### config.mk
export PLATFORM = sky130hd
export DESIGN_NAME = qlearn_engine
export DESIGN_NICKNAME = d
export VERILOG_FILES = /design/src/rtl/qle_pkg.sv /design/src/rtl/qle_max_tree.sv /design/src/rtl/qle_table.sv /design/src/rtl/qle_updater.sv /design/src/rtl/qlearn_engine.sv
export SDC_FILE = /design/constraint.sdc
export NUM_CORES = 2
export LEC_CHECK = 0
export BUFFER_PORTS_ARGS = -buffer_cell sky130_fd_sc_hd__buf_2
export CAP_MARGIN = 20
export CELL_PAD_IN_SITES_DETAIL_PLACEMENT = 0
export CELL_PAD_IN_SITES_GLOBAL_PLACEMENT = 2
export CORE_MARGIN = 4
export CORE_UTILIZATION = 39
export CTS_BUF_LIST = sky130_fd_sc_hd__clkbuf_8
export DETAILED_ROUTE_END_ITERATION = 8
export GPL_ROUTABILITY_DRIVEN = 0
export PLACE_DENSITY_LB_ADDON = 0.1
export SLEW_MARGIN = 20
export SYNTH_ARGS = -nofsm -noshare
export SYNTH_HDL_FRONTEND = slang
export SYNTH_SLANG_ARGS = --single-unit
### constraint.sdc
create_clock -name clk_i -period 22.3 [get_ports clk_i]
set_clock_uncertainty 0.05 [all_clocks]
set_input_delay 3.345 -clock clk_i [delete_from_list [all_inputs] [get_ports clk_i]]
set_output_delay 3.345 -clock clk_i [all_outputs]
set_load 0.02 [all_outputs]
### src/rtl/qle_pkg.sv
package qle_pkg;
  typedef enum logic {
    TGT_ROW_MAX  = 1'b0,
    TGT_NEXT_ACT = 1'b1
  } tgt_sel_e;
endpackage

### src/rtl/qle_max_tree.sv
module qle_max_tree #(
  parameter int N_IN = 4,
  parameter int W    = 16
) (
  input  logic [N_IN-1:0][W-1:0] row_i,
  output logic [W-1:0]           max_o
);
  localparam int LV = (N_IN > 1) ? $clog2(N_IN) : 1;
  localparam int P  = 1 << LV;
  localparam logic [W-1:0] MIN_V = {1'b1, {(W-1){1'b0}}};

  logic signed [W-1:0] node [1:2*P-1];

  for (genvar i = 0; i < P; i++) begin : g_leaf
    if (i < N_IN) begin : g_used
      assign node[P+i] = row_i[i];
    end else begin : g_pad
      assign node[P+i] = MIN_V;
    end
  end

  for (genvar k = 1; k < P; k++) begin : g_cmp
    assign node[k] = (node[2*k] > node[2*k+1]) ? node[2*k] : node[2*k+1];
  end

  assign max_o = node[1];
endmodule

### src/rtl/qle_table.sv
module qle_table #(
  parameter int N_STATES  = 8,
  parameter int N_ACTIONS = 4,
  parameter int W         = 16,
  localparam int SW = (N_STATES > 1) ? $clog2(N_STATES) : 1
) (
  input  logic                       clk_i,
  input  logic                       rst_ni,
  input  logic                       clear_i,
  input  logic [N_ACTIONS-1:0]       we_i,
  input  logic [SW-1:0]              waddr_i,
  input  logic [W-1:0]               wdata_i,
  input  logic [SW-1:0]              raddr_i,
  output logic [N_ACTIONS-1:0][W-1:0] rdata_o
);
  for (genvar g = 0; g < N_ACTIONS; g++) begin : g_col
    logic [W-1:0] col [N_STATES];

    always_ff @(posedge clk_i or negedge rst_ni) begin
      if (!rst_ni) begin
        for (int j = 0; j < N_STATES; j++) col[j] <= '0;
      end else if (clear_i) begin
        for (int j = 0; j < N_STATES; j++) col[j] <= '0;
      end else if (we_i[g]) begin
        col[waddr_i] <= wdata_i;
      end
    end

    assign rdata_o[g] = col[raddr_i];
  end
endmodule

### src/rtl/qle_updater.sv
module qle_updater #(
  parameter int W      = 16,
  parameter int FRAC_W = 8
) (
  input  logic signed [W-1:0] q_i,
  input  logic signed [W-1:0] target_i,
  input  logic signed [W-1:0] reward_i,
  input  logic [FRAC_W:0]     alpha_i,
  input  logic [FRAC_W:0]     gamma_i,
  output logic signed [W-1:0] q_o
);
  localparam int PW = W + FRAC_W + 2;
  localparam logic signed [PW-1:0] HI = PW'((64'sd1 <<< (W-1)) - 64'sd1);
  localparam logic signed [PW-1:0] LO = -HI - PW'(1);

  function automatic logic signed [W-1:0] sat(input logic signed [PW-1:0] v);
    if (v > HI)      return W'(HI);
    else if (v < LO) return W'(LO);
    else             return W'(v);
  endfunction

  logic signed [PW-1:0] g_prod, g_term, bell_w, diff_w, a_prod, a_term, nq_w;
  logic signed [W-1:0]  bell, diff;

  always_comb begin
    g_prod = PW'(target_i) * $signed({{(PW-FRAC_W-1){1'b0}}, gamma_i});
    g_term = g_prod >>> FRAC_W;
    bell_w = g_term + PW'(reward_i);
    bell   = sat(bell_w);
    diff_w = PW'(bell) - PW'(q_i);
    diff   = sat(diff_w);
    a_prod = PW'(diff) * $signed({{(PW-FRAC_W-1){1'b0}}, alpha_i});
    a_term = a_prod >>> FRAC_W;
    nq_w   = a_term + PW'(q_i);
    q_o    = sat(nq_w);
  end
endmodule

### src/rtl/qlearn_engine.sv
module qlearn_engine
  import qle_pkg::*;
#(
  parameter int N_STATES  = 8,
  parameter int N_ACTIONS = 4,
  parameter int Q_W       = 16,
  parameter int FRAC_W    = 8,
  localparam int SW = (N_STATES > 1) ? $clog2(N_STATES) : 1,
  localparam int AW = (N_ACTIONS > 1) ? $clog2(N_ACTIONS) : 1
) (
  input  logic                     clk_i,
  input  logic                     rst_ni,
  input  logic                     clear_i,
  input  logic                     valid_i,
  input  logic                     sarsa_i,
  input  logic [SW-1:0]            state_i,
  input  logic [AW-1:0]            action_i,
  input  logic signed [Q_W-1:0]    reward_i,
  input  logic [FRAC_W:0]          alpha_i,
  input  logic [FRAC_W:0]          gamma_i,
  output logic [N_ACTIONS*Q_W-1:0] row_o,
  output logic [Q_W-1:0]           qmax_o
);
  logic [N_ACTIONS-1:0][Q_W-1:0] row_raw, row_fwd, row_q;
  logic [SW-1:0]                 s_t;
  logic [AW-1:0]                 a_t;
  logic signed [Q_W-1:0]         r_t;
  logic                          have_prev;
  logic                          write_en;
  logic [N_ACTIONS-1:0]          we_vec;
  logic signed [Q_W-1:0]         row_max, target, q_cur, q_new;
  tgt_sel_e                      tsel;

  qle_table #(
    .N_STATES (N_STATES),
    .N_ACTIONS(N_ACTIONS),
    .W        (Q_W)
  ) u_table (
    .clk_i  (clk_i),
    .rst_ni (rst_ni),
    .clear_i(clear_i),
    .we_i   (we_vec),
    .waddr_i(s_t),
    .wdata_i(q_new),
    .raddr_i(state_i),
    .rdata_o(row_raw)
  );

  qle_max_tree #(
    .N_IN(N_ACTIONS),
    .W   (Q_W)
  ) u_max (
    .row_i(row_raw),
    .max_o(row_max)
  );

  assign tsel   = tgt_sel_e'(sarsa_i);
  assign target = (tsel == TGT_NEXT_ACT) ? row_raw[action_i] : row_max;
  assign q_cur  = row_q[a_t];

  qle_updater #(
    .W     (Q_W),
    .FRAC_W(FRAC_W)
  ) u_upd (
    .q_i     (q_cur),
    .target_i(target),
    .reward_i(r_t),
    .alpha_i (alpha_i),
    .gamma_i (gamma_i),
    .q_o     (q_new)
  );

  assign write_en = valid_i && have_prev && !clear_i;

  always_comb begin
    we_vec = '0;
    if (write_en) we_vec[a_t] = 1'b1;
  end

  // held row must see the entry written at this edge
  always_comb begin
    row_fwd = row_raw;
    if (write_en && (state_i == s_t)) row_fwd[a_t] = q_new;
  end

  always_ff @(posedge clk_i or negedge rst_ni) begin
    if (!rst_ni) begin
      s_t       <= '0;
      a_t       <= '0;
      r_t       <= '0;
      row_q     <= '0;
      have_prev <= 1'b0;
    end else if (clear_i) begin
      s_t       <= '0;
      a_t       <= '0;
      r_t       <= '0;
      row_q     <= '0;
      have_prev <= 1'b0;
    end else if (valid_i) begin
      s_t       <= state_i;
      a_t       <= action_i;
      r_t       <= reward_i;
      row_q     <= row_fwd;
      have_prev <= 1'b1;
    end
  end

  assign row_o  = row_raw;
  assign qmax_o = row_max;
endmodule

==> impl_metrics.tcl <==
set metrics [dict create \
    status "finished with violations" \
    violations "setup timing" \
    maxSlewViolCount 0 \
    rsz0062_at_grt "true" \
    insertion_delay_ns 0.81 \
    drt-initial-drc-count 3011 \
    cts_root_buffer "clkbuf_8" \
    crit_buf_inv 22 \
    synth_edf_count 0 \
    wire_per_inst_um 27.0 \
    layout_setup_ws_ns -1.43 \
    critPathArrivalTime_ns 24.33 \
    drive_gt1_share_pct 36.5 \
    dpl.hpwl_mm 119 \
    fillers 9490 \
    yosysSeqAreaShare_pct 36.2 \
    io_pins 124 \
    finalHoldViolCount 0 \
    numCtsBuffers 105 \
    die_w_um 334 \
    grt_pass1_wl_mm 250 \
    slowest_delay_ns 0.60 \
    max_slew_margin_pct 10.5 \
    multi_input_area_mm2 0.0271 \
    cp_common_cell "fa_1" \
    htree_levels 3 \
    netlist_instances 4042 \
    synth_area_mm2 0.0413 \
    port_buffers 123 \
    cts_tree "yes" \
    max_freq_ghz 0.0421 \
    hold_depth 2 \
    place_inst 6043 \
    register_area_mm2 0.0150 \
    timing.final.crit_share_pct 106 \
    endpoint_kind "register" \
    r2r_setup_slack_ns 1.10 \
    yosys_warnings 0 \
    synth-async-reset-ratio_pct 100 \
    final_nets 5425 \
    grt_antenna_before_repair 10 \
    clock_path_buffers 3 \
    grt_max_degree 167 \
    final_cells 6400 \
    cp_max_fo 8 \
    synth_flop_cell "dfrtp_1" \
    clkSinkCount 598 \
    cp-start-kind "input port" \
    first_pass_iters 5 \
    ff2ff_path_depth 98 \
    vias 36123 \
    critical_path_required_ns 22.91 \
    worstReg2RegStart "u_table.g_col[0].col[15]" \
    syn_nets 4542 \
    area_growth_pct 37.5 \
    die_h_um 334 \
    drc 0 \
    grt_usage_pct 30.2 \
    postRouteAntennaNets 0 \
    cts_hold_buffers 0 \
    synth.area.top_cells "dfrtp_1, fa_1, mux4_2, ha_1, nand2_1" \
    min_to "u_table.g_col[2].col[24]" \
    wl_mm 173 \
    dieArea_mm2 0.111 \
    synth_top_area_share_pct 36.2 \
    globalRouteOverflowTotal 0 \
    tns_ns -744.63 \
    cpLargestDelayFamily "adder cells" \
    vias_per_cell 5.64 \
    yosys.area.top_type "dfrtp_1" \
    ys_types 76 \
    cts.reportedPaths.clkPinSlew_ns 0.06 \
    utilization_pct 54.0 \
    postSynthRegisterBits 598 \
    hold_path_class "reg2reg" \
    cp_slowest_cell "fa_1" \
    critical_path_class "in2reg" \
    setup_viol_count_final 576 \
    drv_cap 0 \
    grt_pass1_vias 37055 \
    core_area_mm2 0.105 \
    fin_crit_ns 23.73 \
    num_rows 119 \
    initial_utilization_pct 39.3 \
    hold_start "u_table.g_col[2].col[24]" \
    avgSynthCellArea_um2 10.2 \
    crit-reg2reg-capture "u_table.g_col[3].col[11]" \
    worst_pin_slew_ns 1.33 \
]
[sequential cells by signal, summed over array words and instances, names as in the netlist]
signal	flops
s_t	3
row_q	64
u_table.g_col.col	512
a_t	2
have_prev	1
r_t	16
[worst reg2reg max path: cells and delay by family (launching register included)]
kind	cells	cell delay, ns
flip-flops	1	0.39
multiplexers	3	1.01
buffers and inverters	21	2.72
XOR/XNOR	4	0.48
AND/OR/NAND/NOR	22	3.60
adder cells (fa/ha/maj)	20	8.20
AO/OA/AOI/OAI	28	4.63
[placed cells by master (no fill, tap or decap), drive strengths merged, types with 48 or more instances in the layout]
cell / Yosys / final
buf: 46 / 968
nand2: 616 / 623
dfrtp: 598 / 598
o21ai: 421 / 421
inv: 336 / 383
fa: 245 / 245
ha: 211 / 211
mux4: 160 / 160
and2: 160 / 160
nor2: 154 / 154
a22o: 151 / 151
clkbuf: 170 / 143
a21oi: 99 / 99
a211oi: 69 / 69
xnor2: 62 / 62
o22ai: 60 / 60
mux2: 57 / 57
mux2i: 48 / 48
[synth_stat cells, types with 4 or more instances]
master and count:
buf_1 18, maj3_1 4, xnor2_1 62, nand3b_1 5
dfrtp_1 598, or2_2 10, o211ai_1 6, o31a_1 5
nand3_1 37, nor2b_1 30, a22o_1 151, o31ai_1 4
buf_2 26, o21ai_0 416, o21bai_1 25, a211o_1 4
a2111oi_0 4, a31oi_1 26, nor4_1 7, nor3_1 24
a21o_1 47, mux2i_1 48, o22ai_1 60, o21ai_1 5
mux4_2 160, ha_1 211, xor2_1 27, a31o_2 5
nand2_1 616, fa_1 245, clkbuf_1 170, nor2_1 154
and3_1 11, nand4_1 15, and2_1 160, mux2_2 57
or3_1 6, o21a_1 9, inv_1 336, a211oi_1 68
and4_1 4, a21oi_1 99, nand2b_1 24
[layer usage]
layer,track usage [%],up-vias,wire [um]
li1,-,15900,-
met1,39.3,18403,69400
met2,48.8,1369,79800
met3,6.01,447,12400
met4,14.5,4,10900
met5,0,-,30
[area by class of cell]
class                      count  share of cell area, %
antenna                        3                 0.0132
multi-input combinational   2899                   47.7
inverter                     336                   2.23
tap                         1391                   3.06
timing repair buffer         985                   16.8
clock buffer                 128                   3.10
clock inverter                60                  0.757
sequential                   598                   26.3
[how the worst max path moves through the flow]
stage,from,cells past startpoint,endpoint
after floorplan,state_i[0],100,u_table.g_col[0].col[105]
after global placement,state_i[0],97,u_table.g_col[1].col[89]
after detailed placement,state_i[0],97,u_table.g_col[1].col[87]
after CTS,state_i[0],103,u_table.g_col[2].col[58]
after global routing,state_i[0],102,u_table.g_col[1].col[84]
final,state_i[0],100,u_table.g_col[3].col[11]
[cell families (layout without fill, tap and decap cells)]
family	after synthesis	after routing	share of synthesized area, %
XOR/XNOR	89	89	1.89
AND/OR/NAND/NOR	1112	1119	12.1
AO/OA/AOI/OAI	966	966	14.9
adder cells (fa/ha/maj)	460	460	18.4
multiplexers	265	265	11.4
other	0	3	0
flip-flops	598	598	36.2
buffers and inverters	552	1509	5.11
[repair_timing]
item | in CTS | in global routing
gates resized for setup | 370 | 367
setup buffers | 86 | 38
endpoints found under the setup margin | 576 | 576
cloned | 31 | 17
pin swaps | 143 | 110
[through the flow]
| stage | setup WS, ns | instance area (um^2) | hold slack [ns] |
|---|---|---|---|
| 2_1_floorplan | -1.60 | 42600 | 0.395 |
| 3_3_place_gp | -2.92 | 50000 | 0.406 |
| 3_5_place_dp | -2.93 | 50000 | 0.415 |
| 4_1_cts | -1.16 | 55000 | 0.424 |
| 5_1_grt | -2.30 | 56800 | 0.443 |
| 6_report | -1.43 | 56800 | 0.423 |
Power is left out: the tool's default activity adds up to more than one toggle a clock period on the data nets, which glitch-free logic cannot reach.
